### src/rtl/tag_guard_pkg.sv
package tag_guard_pkg;
  localparam int TAG_W = 3;

  localparam logic [TAG_W-1:0] TAG_PLAIN  = 3'd0;
  localparam logic [TAG_W-1:0] TAG_CODE   = 3'd3;
  localparam logic [TAG_W-1:0] TAG_DESC   = 3'd5;
  localparam logic [TAG_W-1:0] TAG_UNINIT = 3'd6;

  typedef enum logic [1:0] {
    OP_READ  = 2'd0,
    OP_WRITE = 2'd1,
    OP_RETAG = 2'd2,
    OP_FETCH = 2'd3
  } op_e;

  typedef enum logic [1:0] {
    FLT_NONE   = 2'd0,
    FLT_UNINIT = 2'd1,
    FLT_RETAG  = 2'd2,
    FLT_CODE   = 2'd3
  } fault_e;

  // strobes from control to datapath
  typedef struct packed {
    logic   permit;
    logic   loadNew;
    logic   retag;
    fault_e fault;
  } ctrl_s;
endpackage

### src/rtl/tag_guard_ctrl.sv
module tag_guard_ctrl
  import tag_guard_pkg::*;
(
  input  logic             reqValid,
  input  op_e              op,
  input  logic             privMode,
  input  logic             wordMsb,
  input  logic [TAG_W-1:0] curTag,
  input  logic [TAG_W-1:0] reqTag,
  output ctrl_s            ctl
);
  localparam int NUM_TAGS = 1 << TAG_W;

  // even tags are freely usable data classes
  logic [NUM_TAGS-1:0] dataClass;
  for (genvar g = 0; g < NUM_TAGS; g++) begin : g_class
    assign dataClass[g] = ((g % 2) == 0);
  end

  logic forgeDesc;
  logic makeCode;
  logic userRetagOk;

  always_comb begin
    forgeDesc   = (reqTag == TAG_DESC) && wordMsb;
    makeCode    = (reqTag == TAG_CODE);
    userRetagOk = dataClass[reqTag] || !(forgeDesc || makeCode);
  end

  always_comb begin
    ctl.permit  = 1'b0;
    ctl.loadNew = 1'b0;
    ctl.retag   = 1'b0;
    ctl.fault   = FLT_NONE;
    if (reqValid) begin
      unique case (op)
        OP_READ: begin
          if (curTag == TAG_UNINIT) ctl.fault = FLT_UNINIT;
          else                      ctl.permit = 1'b1;
        end
        OP_WRITE: begin
          ctl.permit  = 1'b1;
          ctl.loadNew = 1'b1;
        end
        OP_RETAG: begin
          if (privMode || userRetagOk) begin
            ctl.permit = 1'b1;
            ctl.retag  = 1'b1;
          end else begin
            ctl.fault = FLT_RETAG;
          end
        end
        OP_FETCH: begin
          if (curTag == TAG_CODE) ctl.permit = 1'b1;
          else                    ctl.fault = FLT_CODE;
        end
        default: ctl.fault = FLT_NONE;
      endcase
    end
  end
endmodule

### src/rtl/tag_guard_dp.sv
module tag_guard_dp
  import tag_guard_pkg::*;
#(
  parameter int DATA_W = 48
) (
  input  logic              clk,
  input  logic              rst_n,
  input  ctrl_s             ctl,
  input  logic [DATA_W-1:0] inData,
  input  logic [TAG_W-1:0]  inTag,
  input  logic [DATA_W-1:0] newData,
  input  logic [TAG_W-1:0]  newTag,
  output logic [DATA_W-1:0] outData,
  output logic [TAG_W-1:0]  outTag,
  output logic [1:0]        faultCode,
  output logic              faultStrobe
);
  always_comb begin
    outData = inData;
    outTag  = inTag;
    if (ctl.loadNew) begin
      outData = newData;
      outTag  = TAG_PLAIN;
    end else if (ctl.retag) begin
      outTag = newTag;
    end
  end

  always_ff @(posedge clk) begin
    if (!rst_n) begin
      faultCode   <= 2'd0;
      faultStrobe <= 1'b0;
    end else begin
      faultCode   <= ctl.fault;
      faultStrobe <= (ctl.fault != FLT_NONE);
    end
  end
endmodule

### src/rtl/tag_guard.sv
module tag_guard
  import tag_guard_pkg::*;
#(
  parameter int DATA_W = 48
) (
  input  logic              clk,
  input  logic              rst_n,
  input  logic              reqValid,
  input  logic [1:0]        opCode,
  input  logic              privMode,
  input  logic [DATA_W-1:0] inData,
  input  logic [2:0]        inTag,
  input  logic [DATA_W-1:0] newData,
  input  logic [2:0]        newTag,
  output logic              permit,
  output logic [DATA_W-1:0] outData,
  output logic [2:0]        outTag,
  output logic [1:0]        faultCode,
  output logic              faultStrobe
);
  ctrl_s ctl;

  tag_guard_ctrl u_ctrl (
    .reqValid (reqValid),
    .op       (op_e'(opCode)),
    .privMode (privMode),
    .wordMsb  (inData[DATA_W-1]),
    .curTag   (inTag),
    .reqTag   (newTag),
    .ctl      (ctl)
  );

  tag_guard_dp #(.DATA_W(DATA_W)) u_dp (
    .clk         (clk),
    .rst_n       (rst_n),
    .ctl         (ctl),
    .inData      (inData),
    .inTag       (inTag),
    .newData     (newData),
    .newTag      (newTag),
    .outData     (outData),
    .outTag      (outTag),
    .faultCode   (faultCode),
    .faultStrobe (faultStrobe)
  );

  assign permit = ctl.permit;
endmodule

### config.mk
export PLATFORM = sky130hd
export DESIGN_NAME = tag_guard
export DESIGN_NICKNAME = d
export VERILOG_FILES = /design/src/rtl/tag_guard_pkg.sv /design/src/rtl/tag_guard_ctrl.sv /design/src/rtl/tag_guard_dp.sv /design/src/rtl/tag_guard.sv
export SDC_FILE = /design/constraint.sdc
export NUM_CORES = 1
export LEC_CHECK = 0
export ABC_CLOCK_PERIOD_IN_PS = 1100
export BUFFER_PORTS_ARGS = -buffer_cell sky130_fd_sc_hd__buf_2
export CORE_ASPECT_RATIO = 0.7
export CORE_MARGIN = 1
export CORE_UTILIZATION = 30
export DETAILED_ROUTE_END_ITERATION = 10
export GPL_TIMING_DRIVEN = 0
export PLACE_DENSITY = 0.81
export SYNTH_ARGS = -nofsm -noshare
export SYNTH_HDL_FRONTEND = slang
export SYNTH_HIERARCHICAL = 1
export SYNTH_SLANG_ARGS = --single-unit
### constraint.sdc
create_clock -name clk -period 1.1 [get_ports clk]
set_input_delay 0 -clock clk [delete_from_list [all_inputs] [get_ports clk]]
set_output_delay 0 -clock clk [all_outputs]
set_load 0.005 [all_outputs]
==> out/results.tsv <==
metric	value	unit
status	finished with violations	
violations	setup timing	
portBuffers	162	
n_antenna_cell	0	
area_delta_synth_final	101	%
fmax	870	MHz
clk_pin_slew	30	ps
fin_ws	-49.4	ps
crit_type	input pin to output port	
drcViolationCount	0	
cts_sinks	3	
ios	163	
grt_use_met1	22.4	%
endpoint	outTag[0]	
grt_pass1_wl	5.57	mm
finalCritPeriodShare	104	%
arrival	1150	ps
use_met2	33.6	%
std_cell_rows	17	
fp.dieW	73.9	µm
crit_slowest_cell	a311oi_4	
design_area	0.00219	mm²
wl_per_cell	13.5	µm
wl	4.17	mm
hpwl	3.51	mm
hp-class	input pin to register	
grt_use_total	19.1	%
worstMarginPinSlew	358	ps
dp_slack	-204	ps
num_vias	1402	
vdd_ir_drop_max	0.000688	V
drive_gt1_share	89.3	%
setup_violations	3	
synthCells	88	
grt-busiest-layer	met2	
die_h	52.3	µm
path_max_fanout	3	
powerDensity	548	mW/mm²
syn_nets	196	
antenna_found_initial	0	
maxSlewViolCount	0	
finalCriticalPeriod	1150	ps
synth_cell_type_count	23	
grtUsageMet3	4.62	%
worstSetupEndpointType	output port	
ant_nets	0	
crit_required	1100	ps
start_kind	input pin	
cap_violations	0	
first_pass_iters	4	
slew_headroom	76.1	%
viasPerCell	4.55	
place.gp.congestion	0.774	
startpoint	newTag[1]	
cp_cell_sequence	buf_8 > nand3b_1 > nand2_2 > a311oi_4 > mux2i_1 > nor2_1 > buf_2	
fp.coreArea	0.00330	mm²
cts_tree	done	
ys_seq_area_share	5.53	%
drt_iter0_drc	25	
finalHoldViolCount	0	
hold_start	rst_n	
cts_max_level	1	
fin_nets	370	
grt_max_degree	11	
start_util	32.9	%
grt_pass1_vias	1255	
grt_overflow	0	
syn-mean-instance-area	12.3	µm²
numCtsBuffers	3	
cts_buffer_depth	2	
placed_area	0.00196	mm²
root_buffer	clkbuf_8	
cp_slowest_stage_delay	410	ps
ys_ff_latch	3	
synth_warnings	6	
leakagePower	0.00123	µW
rsz0062_at_grt	yes	
die-area	0.00387	mm²
synth_area	0.00109	mm²
[cells in the final DEF, fill, tap and decap left out, types with 2 or more instances in the layout]
master     netlist  routed
buf_12           4       6
clkbuf_8         0       3
nand2_1          4       2
buf_4            0       5
inv_1            3       3
mux2i_1          3       3
dfxtp_1          3       3
buf_2            0     157
and2_1           2       2
mux2_4          47      47
buf_8            1       2
nor2_1           4       3
o21a_1           2       2
nand2_2          0       2
a31oi_1          2       2
clkbuf_16        0       3
buf_6            1       2
[registers in the layout, summed over array words and instances, names as in the netlist]
name	cells
u_dp/faultCode	2
u_dp/faultStrobe	1
[how the worst min path moves through the flow]
stage          cells past startpoint          endpoint
6_report                           2  u_dp/faultStrobe
3_5_place_dp                       2  u_dp/faultStrobe
3_3_place_gp                       2  u_dp/faultStrobe
5_1_grt                            2  u_dp/faultStrobe
2_1_floorplan                      2            permit
4_1_cts                            2  u_dp/faultStrobe
[cell usage after synthesis, drive strengths merged]
cell	instances	area (µm²)
inv	3	11.3
and2	2	12.5
mux2i	3	30.0
nand4bb	1	11.3
nor4	2	18.8
o21a	2	15.0
a31oi	2	12.5
nand3b	1	7.51
nand2	4	15.0
a21oi	1	5.00
a21o	1	7.51
nand2b	2	12.5
buf	6	106
dfxtp	3	60.1
nand3	1	5.00
nor4b	1	15.0
nor2	4	15.0
a311oi	1	8.76
mux2	48	717
[what timing repair did]
item | 4_1_cts | 5_1_grt
endpoints found under the setup margin | 18 | 50
hold buffers | 0 | 0
pin swaps | 2 | 5
setup buffers | 2 | 2
cloned | 0 | 3
resized for setup | 6 | 13
[power breakdown]
group / leakage, µW / internal, µW / switching, µW
Sequential: 0.0000245 / 114 / 1.18
Clock: 0.0000228 / 247 / 76.8
Combinational: 0.00119 / 503 / 256
[area by class of cell]
type                    count  area [µm²]
fillers                   262        1110
repair buffers            169         951
multi-input cells          76         941
plain buffers               6         120
flip-flops and latches      3        60.1
well taps                  47        58.8
clock buffers               4        45.0
inverters                   3        11.3
[layer usage]
metal | wire length (µm) | part of all wire, % | up-vias
li1 | - | - | 678
met3 | 345 | 8.3 | 6
met2 | 2130 | 51 | 69
met5 | 0 | 0 | -
met1 | 1630 | 39 | 649
met4 | 58 | 1.4 | 0
[cell families after synthesis]
logic type	share of synthesized area, %
AOI/OAI and AO/OA	4.49
buffers and inverters	10.8
DFF	5.53
muxes	68.8
and+or+nand+nor	10.4
[critical path: cells and delay by family]
kind	cells	cell delay (ps)
AOI/OAI and AO/OA	1	410
and+or+nand+nor	3	300
muxes	1	240
buffers and inverters	2	200
[stage by stage]
stage	TNS [ps]	power, µW	instances	hold slack [ps]	util, %
finish	-122	1200	308	7.23	66.3
global route	-338	1270	308	23.9	66.3
CTS	-0.477	1160	303	1.86	62.1
detailed placement	-601	810	297	231	59.3
global placement	-585	796	297	233	59.3
floorplan	0	452	88	75.3	-
Note: power is estimated with default switching activity, not from simulation.
